## config.mk

```make
export PLATFORM = sky130hd
export DESIGN_NAME = nbt_sram
export DESIGN_NICKNAME = d
export VERILOG_FILES = /design/src/rtl/nbt_pkg.sv /design/src/rtl/nbt_burst_ctl.sv /design/src/rtl/nbt_array.sv /design/src/rtl/nbt_sram.sv
export SDC_FILE = /design/constraint.sdc
export NUM_CORES = 2
export LEC_CHECK = 0
export BUFFER_PORTS_ARGS = -buffer_cell sky130_fd_sc_hd__buf_4
export CORE_ASPECT_RATIO = 0.75
export CORE_UTILIZATION = 55
export DETAILED_ROUTE_END_ITERATION = 10
export PLACE_DENSITY = 0.71
export SYNTH_ARGS = -nofsm -noshare
export SYNTH_HDL_FRONTEND = slang
export SYNTH_HIERARCHICAL = 1
export SYNTH_MEMORY_MAX_BITS = 65536
export SYNTH_SLANG_ARGS = --single-unit
export TNS_END_PERCENT = 20
```

## constraint.sdc

```tcl
create_clock -name clk -period 3 [get_ports clk]
set_input_delay 0.45 -clock clk [delete_from_list [all_inputs] [get_ports clk]]
set_output_delay 0.45 -clock clk [all_outputs]
set_load 0.05 [all_outputs]
```

## src/rtl/nbt_pkg.sv

```systemverilog
package nbt_pkg;
    timeunit 1ns;
    timeprecision 1ps;

    // Kind of burst currently open in the burst controller
    typedef enum logic [1:0] {
        BST_IDLE  = 2'd0,
        BST_READ  = 2'd1,
        BST_WRITE = 2'd2
    } burst_state_e;

    // Low two address bits for beat n of a burst that started at 'start'
    function automatic logic [1:0] beat_offset(input logic [1:0] start,
                                               input logic [1:0] beat,
                                               input logic       interleave);
        logic [1:0] r;
        if (interleave) r = start ^ beat;
        else            r = start + beat;
        return r;
    endfunction
endpackage

```

## src/rtl/nbt_burst_ctl.sv

```systemverilog
module nbt_burst_ctl
    import nbt_pkg::*;
#(
    parameter int ADDR_W = 8
) (
    input  logic              clk,
    input  logic              rst_n,
    input  logic              en,
    input  logic              sleep,
    input  logic              sel,
    input  logic              adv,
    input  logic              we_n,
    input  logic [ADDR_W-1:0] adr,
    input  logic              interleave,
    output logic              acc_vld,
    output logic              acc_wr,
    output logic [ADDR_W-1:0] acc_adr
);
    timeunit 1ns;
    timeprecision 1ps;

    burst_state_e      state_q, state_d;
    logic [ADDR_W-1:0] base_q, base_d;
    logic [1:0]        beat_q, beat_d;
    logic              new_cmd, cont, cont_ok, cont_wr;

    // State register
    always_ff @(posedge clk or negedge rst_n) begin
        if (!rst_n) begin
            state_q <= BST_IDLE;
            base_q  <= '0;
            beat_q  <= '0;
        end else if (en) begin
            state_q <= state_d;
            if (new_cmd || cont) begin
                base_q <= base_d;
                beat_q <= beat_d;
            end
        end
    end

    // Next state and access outputs
    always_comb begin
        cont_ok = 1'b0;
        cont_wr = 1'b0;
        unique case (state_q)
            BST_IDLE:  begin cont_ok = 1'b0; cont_wr = 1'b0; end
            BST_READ:  begin cont_ok = 1'b1; cont_wr = 1'b0; end
            BST_WRITE: begin cont_ok = 1'b1; cont_wr = 1'b1; end
            default:   begin cont_ok = 1'b0; cont_wr = 1'b0; end
        endcase

        new_cmd = !sleep && !adv && sel;
        cont    = !sleep && adv && cont_ok;

        state_d = state_q;
        if (sleep)        state_d = BST_IDLE;
        else if (!adv) begin
            if (!sel)     state_d = BST_IDLE;
            else if (we_n) state_d = BST_READ;
            else          state_d = BST_WRITE;
        end

        base_d  = new_cmd ? adr : base_q;
        beat_d  = new_cmd ? 2'd0 : beat_q + 2'd1;
        acc_vld = new_cmd || cont;
        acc_wr  = new_cmd ? !we_n : cont_wr;
        acc_adr = {base_d[ADDR_W-1:2], beat_offset(base_d[1:0], beat_d, interleave)};
    end

    // a sleeping cycle never issues an access
    p_sleep_blocks_r9: assert property (@(posedge clk) disable iff (!rst_n)
        sleep |-> !acc_vld);

    // an accepted advance steps the beat counter by one
    p_beat_step_r8: assert property (@(posedge clk) disable iff (!rst_n)
        (en && acc_vld && adv) |=> (beat_q == $past(beat_q) + 2'd1));

    // an advance never moves the upper address bits
    p_upper_fixed_r8: assert property (@(posedge clk) disable iff (!rst_n)
        (acc_vld && adv) |-> (acc_adr[ADDR_W-1:2] == base_q[ADDR_W-1:2]));
endmodule

```

## src/rtl/nbt_array.sv

```systemverilog
module nbt_array #(
    parameter int ADDR_W = 8,
    parameter int LANES  = 2,
    parameter int BYTE_W = 9
) (
    input  logic                    clk,
    input  logic                    we,
    input  logic [ADDR_W-1:0]       wadr,
    input  logic [LANES-1:0]        wmask,
    input  logic [LANES*BYTE_W-1:0] wdata,
    input  logic [ADDR_W-1:0]       radr,
    output logic [LANES*BYTE_W-1:0] rdata
);
    timeunit 1ns;
    timeprecision 1ps;

    localparam int DEPTH = 1 << ADDR_W;

    for (genvar g = 0; g < LANES; g++) begin : g_lane
        logic [BYTE_W-1:0] lane_mem [DEPTH];

        always_ff @(posedge clk) begin
            if (we && wmask[g])
                lane_mem[wadr] <= wdata[g*BYTE_W +: BYTE_W];
        end

        assign rdata[g*BYTE_W +: BYTE_W] = lane_mem[radr];
    end
endmodule

```

## src/rtl/nbt_sram.sv

```systemverilog
module nbt_sram #(
    parameter int ADDR_W = 8,
    parameter int LANES  = 2,
    parameter int BYTE_W = 9
) (
    input  logic                    clk,
    input  logic                    rst_n,
    input  logic                    cke,
    input  logic                    flow_thru,
    input  logic                    ce1_n,
    input  logic                    ce2,
    input  logic                    ce3_n,
    input  logic                    adv,
    input  logic                    we_n,
    input  logic [LANES-1:0]        bw_n,
    input  logic [ADDR_W-1:0]       adr,
    input  logic                    burst_il,
    input  logic                    oe_n,
    input  logic                    sleep,
    input  logic [LANES*BYTE_W-1:0] din,
    output logic [LANES*BYTE_W-1:0] dout,
    output logic                    dq_en
);
    timeunit 1ns;
    timeprecision 1ps;

    localparam int DW = LANES * BYTE_W;

    logic              sel;
    logic              acc_vld, acc_wr;
    logic [ADDR_W-1:0] acc_adr;

    // Stage 1: access in the cycle after its command
    logic              s1_vld, s1_wr;
    logic [ADDR_W-1:0] s1_adr;
    logic [LANES-1:0]  s1_mask;
    // Stage 2: pipelined write waiting for its data
    logic              s2_vld, s2_wr;
    logic [ADDR_W-1:0] s2_adr;
    logic [LANES-1:0]  s2_mask;

    logic              arr_we;
    logic [ADDR_W-1:0] arr_wadr;
    logic [LANES-1:0]  arr_wmask;
    logic [DW-1:0]     arr_rdata, rd_merged;
    logic              byp_hit;
    logic              o_vld;
    logic [DW-1:0]     o_data;
    logic              rd_live;

    assign sel = !ce1_n && ce2 && !ce3_n;

    nbt_burst_ctl #(.ADDR_W(ADDR_W)) u_burst (
        .clk        (clk),
        .rst_n      (rst_n),
        .en         (cke),
        .sleep      (sleep),
        .sel        (sel),
        .adv        (adv),
        .we_n       (we_n),
        .adr        (adr),
        .interleave (burst_il),
        .acc_vld    (acc_vld),
        .acc_wr     (acc_wr),
        .acc_adr    (acc_adr)
    );

    always_ff @(posedge clk or negedge rst_n) begin
        if (!rst_n) begin
            s1_vld  <= 1'b0;
            s1_wr   <= 1'b0;
            s1_adr  <= '0;
            s1_mask <= '0;
            s2_vld  <= 1'b0;
            s2_wr   <= 1'b0;
            s2_adr  <= '0;
            s2_mask <= '0;
        end else if (cke) begin
            s1_vld  <= acc_vld;
            s1_wr   <= acc_wr;
            s1_adr  <= acc_adr;
            s1_mask <= ~bw_n;
            s2_vld  <= s1_vld;
            s2_wr   <= s1_wr;
            s2_adr  <= s1_adr;
            s2_mask <= s1_mask;
        end
    end

    // Late write: one stage in flow-through, two in pipelined
    always_comb begin
        if (flow_thru) begin
            arr_we    = cke && s1_vld && s1_wr;
            arr_wadr  = s1_adr;
            arr_wmask = s1_mask;
        end else begin
            arr_we    = cke && s2_vld && s2_wr;
            arr_wadr  = s2_adr;
            arr_wmask = s2_mask;
        end
    end

    nbt_array #(.ADDR_W(ADDR_W), .LANES(LANES), .BYTE_W(BYTE_W)) u_array (
        .clk   (clk),
        .we    (arr_we),
        .wadr  (arr_wadr),
        .wmask (arr_wmask),
        .wdata (din),
        .radr  (s1_adr),
        .rdata (arr_rdata)
    );

    // Read hits the pipelined write whose data is on din right now
    assign byp_hit = !flow_thru && s2_vld && s2_wr && (s2_adr == s1_adr);

    for (genvar g = 0; g < LANES; g++) begin : g_merge
        assign rd_merged[g*BYTE_W +: BYTE_W] = (byp_hit && s2_mask[g])
            ? din[g*BYTE_W +: BYTE_W] : arr_rdata[g*BYTE_W +: BYTE_W];
    end

    always_ff @(posedge clk or negedge rst_n) begin
        if (!rst_n) begin
            o_vld  <= 1'b0;
            o_data <= '0;
        end else if (cke) begin
            o_vld  <= s1_vld && !s1_wr;
            o_data <= rd_merged;
        end
    end

    assign rd_live = flow_thru ? (s1_vld && !s1_wr) : o_vld;
    assign dout    = flow_thru ? rd_merged : o_data;
    assign dq_en   = rd_live && !oe_n && !sleep;

    // a disabled edge leaves the pipeline untouched
    p_hold_r11: assert property (@(posedge clk) disable iff (!rst_n)
        !cke |=> ($stable(s1_vld) && $stable(s1_adr) && $stable(s2_vld)
                  && $stable(s2_adr) && $stable(o_vld)));

    // the pending write moves one stage per enabled edge
    p_shift_r3: assert property (@(posedge clk) disable iff (!rst_n)
        cke |=> ((s2_vld == $past(s1_vld)) && (s2_adr == $past(s1_adr))));

    // a deselect command creates no access
    p_deselect_r6: assert property (@(posedge clk) disable iff (!rst_n)
        (cke && !sel && !adv) |=> !s1_vld);
endmodule

```

==> run metrics <==
Worst-path clk slew 0.07 ns; Tot GR Track Use just under 30%; CP max FO 8; relative slew slack between 10% and 20%; CTS H-Tree Depth 5; Final Hold Fails 0; Synth area leaders edfxtp_1, mux4_2, mux2i_1, o221ai_1, nor2_1; Die Span Y 501.0 µm; largest net degree at the start of global routing 130; first-pass GRT wire length between 700 and 800 mm; Post-synth EDFFs between 4000 and 5000; DRC 0; Netlist cell types 76; share of the synthesized area in the top cell type around 76%; final slew viol count 0; Routed WL slightly above 500 mm; asr flop ratio synth under 10%; layout net count 10550; DPL Wire Length between 300 and 400 mm; CP peak stage delay between 0.5 and 0.6 ns; Post-synth top cells edfxtp_1, mux4_2, mux2i_1; part of the cycle the worst path needs 179.3%; yosys warns 6; Area growth syn-to-layout 21.29%; max cap viols 0; worst-case clock buffer depth 4; fin cells roughly 15000; failing checks setup timing; Avg WL per Cell 33.17 µm; Port Buf Inserts 58; CTS buffer count 426; Worst setup EP type output pin; area of placed instances roughly 0.2 mm²; critical-path cell list buf_12 -> buf_12 -> buf_16 -> buf_12 -> mux2i_2 -> o221ai_4 -> buf_6 -> a21oi_2 -> nor4_4 -> buf_4 -> nand4_1 -> nor4_4 -> buf_4 -> mux2_4 -> buf_8; most numerous cell on the critical path buf_12; vias in the first global route ~99000; Hold Path Class input pin to flop; fill count around 20000; most numerous cell in the Yosys netlist edfxtp_1; gr ovfl total 0; Horiz. Die Dim ~670 µm; gp weighted congestion around 0.94; RSZ-0062 raised after global routing true; R2R Setup Slk -1.08 ns; layout cells sized above 1 between 30% and 40%; critical path's slowest cell nand4_1; number of synthesized register bits 4663; Placement Rows 182; sequential share of the synthesized area 76.54%; Worst VDD drop around 0.77 mV; CTS tree built; Post-Place Cells about 14000; Synth Flop Type edfxtp_1; FMAX roughly 190 MHz; CTS sink count 4663; Post-Syn Area per Cell between 20 and 25 µm²; Post-Syn Area approximately 0.18 mm²; data required time of the worst path roughly 2.6 ns; die area around 0.33 mm²; largest area contributor in the netlist edfxtp_1; Setup crit start kind flop; Gate Count Post-Synth between 8000 and 9000; detail-routed via count per cell around 6.6; initial antenna violation count 20; crit path time final roughly 5.4 ns; PD cells ~800 mW/mm²; Crit Path Class flop to output pin; dpl ws -2.693 ns; IO Pins 59; DR iter-0 viols between 15000 and 20000; vias 101000; Slew @ Worst Pin 1.242 ns; Post-Syn Nets 8830; Worst Path Arrival between 4 and 5 ns; First-pass DRT Iterations 6; fin area 0.2215 mm²; Routed Antenna Nets 0; final setup margin -2.379 ns; worst skew pair latency 0.95 ns; status complete, but fails checks; clk_skew roughly 0.051 ns; starting density of the core a little under three fifths; CTS root buf clkbuf_16; core area about 0.33 mm²; P_leak slightly above 70 nW; # setup viols final 3271
[area by class of cell]
type / instances / area, µm² / share of cell area [%]
clock buffers: 512 / 11230 / 5.073
well taps: 4416 / 5525 / 2.495
clock inverters: 269 / 2441 / 1.102
flip-flops and latches: 4663 / 139800 / 63.11
multi-input cells: 3550 / 43120 / 19.47
repair buffers: 1856 / 19300 / 8.716
diodes: 7 / 17.52 / 0.007910
inverters: 9 / 47.55 / 0.02147
[cell families (layout without fill, tap and decap cells)]
group | after synthesis | count (layout) | synth area share, %
compound gates | 868 | 868 | 3.511
xor+xnor | 10 | 10 | 0.05619
fa+ha+maj | 2 | 2 | 0.01370
buf+inv | 579 | 2646 | 1.933
flops | 4663 | 4663 | 76.54
mux | 1679 | 1679 | 15.55
other cells | 0 | 7 | 0
simple gates | 987 | 991 | 2.391
[per-layer routing]
metal / GRT usage (%) / share of wire (%) / vias to the layer above
met5: 0 / 0.017 / -
met4: 10.58 / 4.0 / 4
met3: 6.846 / 13 / 1031
met2: 44.52 / 45 / 7063
met1: 43.80 / 38 / 52420
li1: - / - / 40490
[through the flow]
| step | power [mW] | util [%] | TNS (ns) | hold WS, ns |
|---|---|---|---|---|
| 2_1_floorplan | 98.16 | - | -55.99 | 0.1544 |
| 3_3_place_gp | 116.1 | 60.70 | -737.77 | 0.4838 |
| 3_5_place_dp | 116.7 | 60.70 | -853.66 | 0.4897 |
| 4_1_cts | 174.4 | 66.24 | -784.10 | 0.03023 |
| 5_1_grt | 181.1 | 67.30 | -815.16 | 0.05426 |
| 6_report | 177.1 | 67.30 | -646.51 | 0.06260 |
[final timing paths]
path / startpoint / endpoint / depth (start not counted)
setup / recovery: s1_adr[0] / dout[8] / 15
hold / removal: din[4] / u_array/g_lane[0].lane_mem[48][4] / 1
setup reg to reg: s1_adr[0] / o_data[2] / 17
hold reg to reg: o_vld / o_vld / 1
max in group asynchronous: rst_n / s1_adr[0] / 2
min in group asynchronous: rst_n / u_burst/base_q[4] / 2
[state kept, by name (all words and copies together), names as in the netlist, 2 cells and up]
signal and cells:
o_data 18, s1_adr 8, s1_mask 2, s2_adr 8, s2_mask 2, u_array/g_lane.lane_mem 4608
u_burst/base_q 8, u_burst/beat_q 2, u_burst/state_q 2
[where the power goes]
part	leakage [nW]	switching [mW]	internal [mW]	total, mW
combinational	23.2	27.9	23.4	51.3
sequential	42.1	0.182	71.7	71.9
clock	6.70	23.7	30.2	53.9
[worst max-delay path: cells and delay by family, from the launching register on]
kind,cells,cell delay (ns)
flops,1,0.51
mux,2,0.40
simple gates,3,1.50
buf+inv,8,1.29
compound gates,2,0.25
[placed cells by master, fill, tap and decap left out, drive strengths merged, types with 21 or more instances in the layout]
cell | netlist | layout
mux4 | 911 | 911
o31ai | 35 | 35
mux2 | 110 | 110
nor4 | 37 | 37
dfrtp | 55 | 55
a211oi | 42 | 42
nor2 | 561 | 565
a22o | 36 | 36
nand4 | 22 | 22
nand3 | 78 | 78
o21ai | 37 | 37
mux2i | 658 | 658
clkinv | 0 | 201
o22ai | 144 | 144
dlygate4sd3 | 0 | 29
clkbuf | 281 | 527
a221oi | 21 | 21
nand2 | 114 | 114
edfxtp | 4608 | 4608
o221ai | 315 | 315
a21oi | 145 | 145
a31oi | 27 | 27
buf | 289 | 1801
nor3 | 105 | 105
bufinv | 0 | 41
[timing repair]
| item | in CTS | in global routing |
|---|---|---|
| endpoints found under the hold margin | 383 | 0 |
| hold buffers | 29 | 0 |
| setup buffers | 93 | 133 |
| gates cloned | 29 | 9 |
| pin swaps | 134 | 203 |
| endpoints found under the setup margin | 3496 | 4516 |
| resized for setup | 525 | 438 |
(Power assumes the default switching activity.)
